==> src/rtl/sleep_ctrl_pkg.sv <==
package sleep_ctrl_pkg;

  typedef enum logic [1:0] {
    ST_AWAKE   = 2'd0,
    ST_ENTER   = 2'd1,
    ST_ASLEEP  = 2'd2,
    ST_RECOVER = 2'd3
  } sleepState_t;

  // strobes from the sequencer to the datapath
  typedef struct packed {
    logic loadEntry;
    logic loadExit;
    logic countDown;
    logic flagEntry;
    logic flagRecover;
  } sleepStrobe_t;

endpackage

==> src/rtl/sleep_req_datapath.sv <==
module sleep_req_datapath
  import sleep_ctrl_pkg::*;
#(
  parameter int SYNC_STAGES  = 2,
  parameter int ENTRY_CYCLES = 2,
  parameter int EXIT_CYCLES  = 2
) (
  input  logic         clk,
  input  logic         rstN,
  input  logic         sleepReq,
  input  sleepStrobe_t strobe,
  output logic         reqSync,
  output logic         cntZero,
  output logic         entryErr,
  output logic         recoveryErr
);

  localparam int MAX_CYC = (ENTRY_CYCLES > EXIT_CYCLES) ? ENTRY_CYCLES : EXIT_CYCLES;
  localparam int CNT_W   = (MAX_CYC > 1) ? $clog2(MAX_CYC) : 1;
  localparam logic [CNT_W-1:0] ENTRY_LOAD = CNT_W'(ENTRY_CYCLES - 1);
  localparam logic [CNT_W-1:0] EXIT_LOAD  = CNT_W'(EXIT_CYCLES - 1);

  logic [SYNC_STAGES-1:0] syncChain;
  logic [CNT_W-1:0]       winCnt;

  generate
    if (SYNC_STAGES == 1) begin : g_sync_single
      always_ff @(posedge clk or negedge rstN) begin
        if (!rstN) syncChain <= '0;
        else       syncChain <= sleepReq;
      end
    end else begin : g_sync_chain
      always_ff @(posedge clk or negedge rstN) begin
        if (!rstN) syncChain <= '0;
        else       syncChain <= {syncChain[SYNC_STAGES-2:0], sleepReq};
      end
    end
  endgenerate

  assign reqSync = syncChain[SYNC_STAGES-1];

  always_ff @(posedge clk or negedge rstN) begin
    if (!rstN) begin
      winCnt <= '0;
    end else if (strobe.loadEntry) begin
      winCnt <= ENTRY_LOAD;
    end else if (strobe.loadExit) begin
      winCnt <= EXIT_LOAD;
    end else if (strobe.countDown && (winCnt != '0)) begin
      winCnt <= winCnt - 1'b1;
    end
  end

  assign cntZero = (winCnt == '0);

  always_ff @(posedge clk or negedge rstN) begin
    if (!rstN) begin
      entryErr    <= 1'b0;
      recoveryErr <= 1'b0;
    end else begin
      entryErr    <= strobe.flagEntry;
      recoveryErr <= strobe.flagRecover;
    end
  end

endmodule

==> src/rtl/sleep_seq_control.sv <==
module sleep_seq_control
  import sleep_ctrl_pkg::*;
(
  input  logic         clk,
  input  logic         rstN,
  input  logic         reqSync,
  input  logic         cntZero,
  input  logic         coreSelected,
  input  logic         selAttempt,
  output sleepStrobe_t strobe,
  output logic         sleepActive,
  output logic         accessBlock,
  output logic         outputDisable
);

  sleepState_t curState, nxtState;

  always_ff @(posedge clk or negedge rstN) begin
    if (!rstN) curState <= ST_AWAKE;
    else       curState <= nxtState;
  end

  always_comb begin
    nxtState = curState;
    strobe   = '0;
    unique case (curState)
      ST_AWAKE: begin
        if (reqSync) begin
          nxtState         = ST_ENTER;
          strobe.loadEntry = 1'b1;
          strobe.flagEntry = coreSelected;
        end
      end
      ST_ENTER: begin
        if (!reqSync) begin
          nxtState = ST_AWAKE;
        end else if (cntZero) begin
          nxtState = ST_ASLEEP;
        end else begin
          strobe.countDown = 1'b1;
        end
      end
      ST_ASLEEP: begin
        if (!reqSync) begin
          nxtState        = ST_RECOVER;
          strobe.loadExit = 1'b1;
        end
      end
      ST_RECOVER: begin
        strobe.flagRecover = selAttempt;
        if (reqSync) begin
          nxtState = ST_ASLEEP;
        end else if (cntZero) begin
          nxtState = ST_AWAKE;
        end else begin
          strobe.countDown = 1'b1;
        end
      end
      default: nxtState = ST_AWAKE;
    endcase
  end

  assign sleepActive   = (curState == ST_ASLEEP);
  assign accessBlock   = (curState != ST_AWAKE);
  assign outputDisable = (curState != ST_AWAKE);

endmodule

==> src/rtl/sleep_entry_ctrl.sv <==
module sleep_entry_ctrl
  import sleep_ctrl_pkg::*;
#(
  parameter int SYNC_STAGES  = 2,
  parameter int ENTRY_CYCLES = 2,
  parameter int EXIT_CYCLES  = 2
) (
  input  logic clk,
  input  logic rstN,
  input  logic sleepReq,
  input  logic coreSelected,
  input  logic selAttempt,
  output logic sleepActive,
  output logic accessBlock,
  output logic outputDisable,
  output logic entryErr,
  output logic recoveryErr
);

  sleepStrobe_t strobe;
  logic         reqSync;
  logic         cntZero;

  sleep_req_datapath #(
    .SYNC_STAGES (SYNC_STAGES),
    .ENTRY_CYCLES(ENTRY_CYCLES),
    .EXIT_CYCLES (EXIT_CYCLES)
  ) datapath_i (
    .clk        (clk),
    .rstN       (rstN),
    .sleepReq   (sleepReq),
    .strobe     (strobe),
    .reqSync    (reqSync),
    .cntZero    (cntZero),
    .entryErr   (entryErr),
    .recoveryErr(recoveryErr)
  );

  sleep_seq_control control_i (
    .clk          (clk),
    .rstN         (rstN),
    .reqSync      (reqSync),
    .cntZero      (cntZero),
    .coreSelected (coreSelected),
    .selAttempt   (selAttempt),
    .strobe       (strobe),
    .sleepActive  (sleepActive),
    .accessBlock  (accessBlock),
    .outputDisable(outputDisable)
  );

endmodule


==> config.mk <==
export PLATFORM = sky130hd
export DESIGN_NAME = sleep_entry_ctrl
export DESIGN_NICKNAME = d
export VERILOG_FILES = /design/src/rtl/sleep_ctrl_pkg.sv /design/src/rtl/sleep_req_datapath.sv /design/src/rtl/sleep_seq_control.sv /design/src/rtl/sleep_entry_ctrl.sv
export SDC_FILE = /design/constraint.sdc
export NUM_CORES = 1
export LEC_CHECK = 0
export BUFFER_PORTS_ARGS = -buffer_cell sky130_fd_sc_hd__buf_2
export CAP_MARGIN = 40
export CORE_AREA = 2 2 39 41
export DETAILED_ROUTE_END_ITERATION = 8
export DIE_AREA = 0 0 41 43
export PLACE_DENSITY = 0.49
export SYNTH_ARGS = -nofsm -noshare
export SYNTH_HDL_FRONTEND = slang
export SYNTH_SLANG_ARGS = --single-unit
==> constraint.sdc <==
create_clock -name clk -period 3.1 [get_ports clk]
set_clock_uncertainty 0.15 [all_clocks]
set_input_delay 0.31 -clock clk [delete_from_list [all_inputs] [get_ports clk]]
set_output_delay 0.31 -clock clk [all_outputs]
set_load 0.05 [all_outputs]
==> out/results.txt, run 1 <==
cts hold-fix bufs: 1
Post-Syn Area: 265 sq um
Yosys top cell area share: 66.0%
first-pass GRT wire length: 703 um
Leak: 0.185 nW
CTS Buf Count: 3
CP Launch Type: register
max cap viols: 0
Avg Inst Size Synth: 14.0 sq um
pin count of the biggest net entering global routing: 8
Fmax achieved: 620 MHz
Die ar.: 1760 sq um
Post-synth ARST share: 100%
diode count: 0
most numerous cell in the Yosys netlist: dfrtp_1
Layout Nets: 38
Final Worst Setup Slack: 1.49 ns
grt ovf: 0
CTS resizes: 0
Syn Nets: 24
vias in the first global route: 175
largest cells by area after synthesis: dfrtp_1, mux2_4, nor2b_4
Synth cell types: 12
WP data arrival: 1.15 ns
Synth Flop Type: dfrtp_1
Required @ worst endpoint: 2.64 ns
worst-skew pair later-pin latency: 0.25 ns
DP Worst Slack: 1.75 ns
height of the die: 43 um
fin. max-slew vios: 0
critical path type: reg2out
hold path depth: 1
Post-synth EDFFs: 0
Non-Filler Instances: 48
Post-Place Cell Area: 323 sq um
Top Ports: 10
dpl cells: 43
CTS tree: built
input/output buffers: 9
share of layout cells above drive strength 1: 46.9%
run status: complete, no violations
clock buffer depth: 2
Clock transition at path regs: 0.05 ns
TNS Setup: 0 ns
Overall Global Routing Usage: 6.47%
Synth area leader: dfrtp_1
Root Buffer: clkbuf_4
total power: 0.423 mW
Placeable Area: 1380 sq um
DRT Pass-1 Iters: 1
Final setup viols: 0
P&R area growth vs syn: 35.4%
Post-CTS Setup Repair Bufs: 0
Slew @ Worst Pin: 0.236 ns
Worst Hold Class: in2reg
Detail Route Antenna Nets: 0
Via density: 3.77
unrepaired setup endpoints after global routing: no
Placer Congestion: 0.642
Vias: 181
Mapped Cells: 19
DR DRC count: 0
synth cell count leaders: dfrtp_1, nor2_1
post-synthesis register bit count: 7
r2r worst-path depth: 2
critical-path maximum fanout: 5
initial antenna violation count: 0
Syn. warnings: 0
WL per Instance: 9.06 um
final wirelength: 435 um
register area share after synthesis: 66.0%
Iteration-0 DRC Markers: 0
Initial Utilization: 19.2%
post-route clock period utilization: 52.0%
row cnt: 14
final hold violations: 0
H-tree depth: 1
Layout Cell Area excl Fill: 359 sq um
Clock Sinks: 7
Slew HR: 84.2%
Period minus WS final: 1.61 ns
width of the die: 41 um
crit end category: primary output
hold_ws: 0.0199 ns
post-layout util: 25.9%
VDD IR max: 0.288 mV
PD cells: 1180 nW/um^2
## placed cells by master (no fill, tap or decap), drive strengths merged
cell | Yosys | routed
mux2i | 1 | 1
or2 | 1 | 1
dfrtp | 7 | 7
and3 | 1 | 1
clkbuf | 0 | 4
dlygate4sd3 | 0 | 1
buf | 1 | 9
nor2b | 2 | 2
inv | 1 | 1
mux2 | 1 | 1
nand2 | 1 | 1
xnor2 | 1 | 1
nor2 | 2 | 2
## where the power goes
group / total, mW / internal, mW / switching (mW)
clock network: 0.0810 / 0.0490 / 0.0320
registers: 0.143 / 0.118 / 0.0242
logic: 0.200 / 0.0648 / 0.135
## critical path, cell delays in order (launching register included)
cell     delay [ns]
dfrtp_1        0.41
or2_1          0.27
buf_2          0.22
## cell families (layout without fill, tap and decap cells)
family | after synthesis | in the layout | share of synthesized area [%]
mux | 2 | 2 | 9.43
simple gates | 7 | 7 | 17.0
buf+inv | 2 | 15 | 4.24
xor+xnor | 1 | 1 | 3.30
flops | 7 | 7 | 66.0
## worst paths after layout
path                                         start                       to  slack, ns
max reg2reg                  control_i.curState[0]                 register       1.96
min in group asynchronous                     rstN   datapath_i.recoveryErr       0.27
max                                       register              accessBlock       1.49
max in group asynchronous                     rstN        datapath_i.winCnt       2.37
min reg2reg                datapath_i.syncChain[0]  datapath_i.syncChain[1]       0.19
min                                       sleepReq  datapath_i.syncChain[0]       0.02
## cell type report
cell class | instances | area, sq um
Multi-Input combinational cell | 10 | 78.8
Timing Repair Buffer | 10 | 55.1
Tap cell | 16 | 20.0
Sequential cell | 7 | 175
Clock buffer | 4 | 26.3
Inverter | 1 | 3.75
Fill cell | 149 | 1020
## metal layers
metal / track usage, % / vias up / wire length, um
met5: 0 / - / 0
met4: 0 / 0 / 0
met3: 7.85 / 0 / 76
met2: 8.75 / 12 / 173
met1: 6.91 / 84 / 186
li1: - / 85 / -
Note: power is estimated with default switching activity, not from simulation.
==> inputs of run 2 (changes only) <==
==> constraint.sdc (replaced) <==
create_clock -name clk -period 1.6 [get_ports clk]
set_clock_uncertainty 0.15 [all_clocks]
set_input_delay 0.16 -clock clk [delete_from_list [all_inputs] [get_ports clk]]
set_output_delay 0.16 -clock clk [all_outputs]
set_load 0.05 [all_outputs]
==> run 2 against run 1 <==
Against the previous run:
- utilization increased by 1.4 points
- critical path depth unchanged
- design area increased by 5.6%
- power up 95%
- die area is the same
- first-iteration DRC count did not move
- clock power up 94%
- count of clock-buffer cells in the layout unchanged
- combinational power rose by 96%
- setup slack lost 1.3 ns
- largest cell class unchanged
==> out/results.txt, run 2 (synthesis gave the netlist of run 1 again) <==
unrepaired setup endpoints after global routing: no
Post-Place Cell Area: 323 sq um (unchanged)
VDD IR max: 0.562 mV (+95%)
worst-skew pair later-pin latency: 0.25 ns (about the same)
Non-Filler Instances: 50 (+4.2%)
Slew @ Worst Pin: 0.236 ns (-0.000000238 ns)
final hold violations: 0 (unchanged)
most used routing layer in global routing: met2
Overall Global Routing Usage: 6.47% (unchanged)
clock buffer depth: 2 (unchanged)
GR Util met3: 7.85% (unchanged)
run status: complete, no violations
Top Ports: 10 (unchanged)
final wirelength: 451 um (+3.7%)
Iteration-0 DRC Markers: 0 (unchanged)
width of the die: 41 um (unchanged)
row cnt: 14 (unchanged)
Post-CTS Setup Repair Bufs: 0 (unchanged)
DR DRC count: 0 (unchanged)
WL per Instance: 9.02 um (-0.47%)
DRT Pass-1 Iters: 1 (unchanged)
pin count of the biggest net entering global routing: 8 (unchanged)
Detail Route Antenna Nets: 0 (unchanged)
Layout Cell Area excl Fill: 379 sq um (+5.6%)
crit end category: primary output
Via density: 3.70 (-1.9%)
initial antenna violation count: 0 (unchanged)
dpl cells: 43 (unchanged)
FILL cells: 147 (-1.3%)
Die ar.: 1760 sq um (unchanged)
CP Launch Type: register
P&R area growth vs syn: 42.9%
height of the die: 43 um (unchanged)
Register Area: 175 sq um (unchanged)
share of layout cells above drive strength 1: 44.1% (-2.8 points)
critical path type: reg2out
critical-path maximum fanout: 5 (unchanged)
PD cells: 2180 nW/um^2 (+84%)
Placeable Area: 1380 sq um (unchanged)
M2 GR Usage: 8.75% (unchanged)
multi-input logic area: 78.8 sq um (unchanged)
Period minus WS final: 1.46 ns
cts hold-fix bufs: 3 (+2)
first-pass GRT wire length: 703 um (unchanged)
Layout Nets: 40 (+5.3%)
TNS Setup: 0 ns (unchanged)
H-tree depth: 1 (unchanged)
WP data arrival: 1.15 ns (about the same)
total power: 0.825 mW (+95%)
Slew HR: 84.2% (about the same)
input/output buffers: 9 (unchanged)
hold_ws: 0.0302 ns (+0.0103 ns)
CTS Buf Count: 3 (unchanged)
Required @ worst endpoint: 1.29 ns (-1.35 ns)
commonest non-fill, non-tap cell in the layout: buf_2
Final setup viols: 0 (unchanged)
vias in the first global route: 175 (unchanged)
diode count: 0 (unchanged)
Clock Sinks: 7 (unchanged)
post-route clock period utilization: 91.4%
CTS resizes: 0 (unchanged)
Vias: 185 (+2.2%)
Placer Congestion: 0.641 (-0.14%)
grt ovf: 0 (unchanged)
Root Buffer: clkbuf_4
Initial Utilization: 19.2% (unchanged)
CTS tree: built
most frequent cells in the layout: buf_2, dfrtp_1, clkbuf_4, dlygate4sd3_1, nor2_1
met1 global-route usage: 6.91% (unchanged)
max cap viols: 0 (unchanged)
Leak: 0.194 nW (+4.5%)
Worst Hold Class: in2reg
fin. max-slew vios: 0 (unchanged)
Fmax achieved: 684 MHz
Clock transition at path regs: 0.05 ns (about the same)
[run 2: cell types whose count changed in the layout (fill, tap and decap cells not counted)]
cell / change
dlygate4sd3_1: +2
[run 2: path summary, 6_finish.rpt]
kind	startpoint	end	depth (start not counted)	slack (ns)
hold reg to reg	datapath_i.syncChain[0]	datapath_i.syncChain[1]	0	0.20
max in group asynchronous	rstN	datapath_i.winCnt	2	1.02
setup reg to reg	control_i.curState[0]	register	2	0.46
setup / recovery	register	accessBlock	2	0.14
min in group asynchronous	rstN	datapath_i.recoveryErr	2	0.12
hold / removal	selAttempt	datapath_i.recoveryErr	2	0.03
[run 2: per-layer routing]
metal	part of all wire (%)	up-vias	wire length, um
met2	39	12	178
met4	0	0	0
met5	0	-	0
met3	15	0	69
met1	45	84	203
li1	-	89	-
[run 2: cell type report]
type | instances | area share [%]
multi-input cells | 10 | 20.8
well taps | 16 | 5.28
clock buffers | 4 | 6.93
flip-flops and latches | 7 | 46.2
inverters | 1 | 0.990
repair buffers | 12 | 19.8
[run 2: critical path: stages (launching register included)]
cell	delay [ns]
dfrtp_1	0.41
or2_1	0.27
buf_2	0.22
[run 2: power breakdown]
part           switching, mW  leakage [nW]  internal [mW]  total, mW
sequential            0.0468        0.0856          0.230      0.276
clock                 0.0622        0.0150         0.0950      0.157
combinational          0.262        0.0929          0.129      0.391
[run 2: stage by stage]
step | util [%] | setup slack [ns]
floorplan | - | 0.184
global placement | 23.3 | 0.435
detailed placement | 23.3 | 0.401
CTS | 27.4 | 0.124
global route | 27.4 | 0.0767
finish | 27.4 | 0.138
==> inputs of run 3 (changes only) <==
--- a/config.mk
+++ b/config.mk
@@ -10,7 +10,7 @@
 export CORE_AREA = 2 2 39 41
 export DETAILED_ROUTE_END_ITERATION = 8
 export DIE_AREA = 0 0 41 43
-export PLACE_DENSITY = 0.49
+export PLACE_DENSITY = 0.51
 export SYNTH_ARGS = -nofsm -noshare
 export SYNTH_HDL_FRONTEND = slang
 export SYNTH_SLANG_ARGS = --single-unit
==> constraint.sdc (replaced) <==
create_clock -name clk -period 1.3 [get_ports clk]
set_clock_uncertainty 0.15 [all_clocks]
set_input_delay 0.13 -clock clk [delete_from_list [all_inputs] [get_ports clk]]
set_output_delay 0.13 -clock clk [all_outputs]
set_load 0.05 [all_outputs]
==> run 3 against run 2 <==
Against the previous run:
- the run now ends with negative setup slack left
- hold slack improved by 0.060 ns
- design area rose by 18%
- global-route usage up 1.5 points
- setup slack got worse by 0.18 ns
- sequential share of layout area shrank 7.1 points
- combinational power increased by 81%
- die area stayed put
- utilization rose by 5.0 points
- sequential power rose by 19%
- routed wire length increased by 8.6%
- largest power group unchanged
==> out/results.txt, run 3 (synthesis gave the netlist of run 1 again) <==
vias in the first global route: 205 (+17%)
CTS Buf Count: 3 (unchanged)
height of the die: 43 um (unchanged)
Slew HR: 84.3% (+0.12 points)
met1 global-route usage: 7.28% (+0.38 points)
first-pass GRT wire length: 828 um (+18%)
Overall Global Routing Usage: 8.00% (+1.5 points)
unrepaired setup endpoints after global routing: yes
fin. max-slew vios: 0 (unchanged)
total power: 1.23 mW (+49%)
Slew @ Worst Pin: 0.234 ns (-0.00172 ns)
final wirelength: 490 um (+8.6%)
Die ar.: 1760 sq um (unchanged)
r2r worst-path depth: 3 (+1)
post-layout util: 32.4% (+5.0 points)
Worst Hold Class: in2async
Top Ports: 10 (unchanged)
PD cells: 2750 nW/um^2 (+26%)
Required @ worst endpoint: 1.02 ns (-0.27 ns)
DRT Pass-1 Iters: 1 (unchanged)
clock buffer depth: 2 (unchanged)
most used routing layer in global routing: met2
Final Worst Setup Slack: -0.0456 ns (-0.183 ns)
Fmax achieved: 743 MHz
CTS tree: built
CP Launch Type: register
VDD IR max: 0.545 mV (-3.0%)
row cnt: 14 (unchanged)
FILL cells: 142 (-3.4%)
Placeable Area: 1380 sq um (unchanged)
flop2flop setup slack: 0.08 ns (-0.38 ns)
M2 GR Usage: 10.3% (+1.6 points)
H-tree depth: 1 (unchanged)
critical path type: reg2out
Detail Route Antenna Nets: 0 (unchanged)
input/output buffers: 9 (unchanged)
Root Buffer: clkbuf_4
Iteration-0 DRC Markers: 0 (unchanged)
grt ovf: 0 (unchanged)
WL per Instance: 9.07 um (+0.60%)
Layout Nets: 44 (+10%)
final hold violations: 0 (unchanged)
most frequent cells in the layout: dfrtp_1, buf_2, dlygate4sd3_1, clkbuf_4, buf_6
Vias: 195 (+5.4%)
run status: finished with violations
crit end category: primary output
max cap viols: 0 (unchanged)
dpl cells: 43 (unchanged)
Via density: 3.61 (-2.4%)
diode count: 0 (unchanged)
worst-skew pair later-pin latency: 0.25 ns (about the same)
Clock Sinks: 7 (unchanged)
initial antenna violation count: 0 (unchanged)
reg-to-reg endpoint: datapath_i.winCnt
Leak: 0.228 nW (+18%)
Non-Filler Instances: 54 (+8.0%)
pin count of the biggest net entering global routing: 8 (unchanged)
Clock transition at path regs: 0.05 ns (about the same)
critical-path maximum fanout: 3 (-2)
Placer Congestion: 0.567 (-12%)
Final setup viols: 3 (+3)
width of the die: 41 um (unchanged)
GR Util met3: 6.28% (-1.6 points)
DR DRC count: 0 (unchanged)
failing checks: negative setup slack
multi-input logic area: 88.8 sq um (+13%)
Initial Utilization: 19.2% (unchanged)
WP data arrival: 1.07 ns (-0.08 ns)
P&R area growth vs syn: 68.9%
commonest non-fill, non-tap cell in the layout: dfrtp_1
post-route clock period utilization: 104%
Worst Setup EP: accessBlock
Register Area: 175 sq um (unchanged)
share of layout cells above drive strength 1: 52.6% (+8.5 points)
Period minus WS final: 1.35 ns
==> run 3: how the worst min path moves through the flow <==
stage,slack (ns),start,cells after the start,endpoint
3_5_place_dp,-0.18,rstN,1,async pin
5_1_grt,0.10,rstN,2,datapath_i.syncChain[1]
6_report,0.09,rstN,2,async pin
3_3_place_gp,-0.18,rstN,1,datapath_i.recoveryErr
2_1_floorplan,-0.32,rstN,0,async pin
4_1_cts,0.008,selAttempt,2,datapath_i.recoveryErr
==> run 3: through the flow <==
| step | setup TNS (ns) | setup WS [ns] | cell area [sq um] | hold WS (ns) |
|---|---|---|---|---|
| after detailed placement | 0 | 0.0818 | 325 | -0.178 |
| after CTS | -0.141 | -0.0490 | 429 | 0.00818 |
| after global routing | -0.231 | -0.0826 | 448 | 0.103 |
| after global placement | 0 | 0.0999 | 325 | -0.180 |
| after floorplan | -0.0465 | -0.0465 | 268 | -0.316 |
| final | -0.103 | -0.0456 | 448 | 0.0905 |
==> run 3: routing by layer <==
metal / share of wire (%) / vias up
met5: 0 / -
met4: 1.6 / 0
met3: 9.8 / 2
met2: 49 / 10
met1: 39 / 88
li1: - / 95
==> run 3: report_power, final <==
group | switching [mW] | total [mW] | internal, mW
combinational | 0.373 | 0.707 | 0.334
clock | 0.0782 | 0.195 | 0.117
sequential | 0.0466 | 0.329 | 0.283
total | 0.498 | 1.23 | 0.734
==> run 3: what timing repair did <==
item | 4_1_cts | 5_1_grt
gates resized for setup | 8 | 2
cloned | 0 | 0
endpoints found under the setup margin | 3 | 3
endpoints found under the hold margin | 9 | 1
buffers inserted | 3 | 0
hold buffers | 3 | 1
==> run 3: layout make-up <==
| cell class | instances | area share (%) |
|---|---|---|
| inverter | 1 | 0.838 |
| multi-input combinational | 10 | 19.8 |
| timing repair buffer | 16 | 29.9 |
| clock buffer | 4 | 5.87 |
| tap | 16 | 4.47 |
| sequential | 7 | 39.1 |
==> run 3: worst max-delay path, cell delays in order, from the launching register on <==
cell     delay, ns
dfrtp_1       0.39
or2_4         0.27
buf_6         0.15
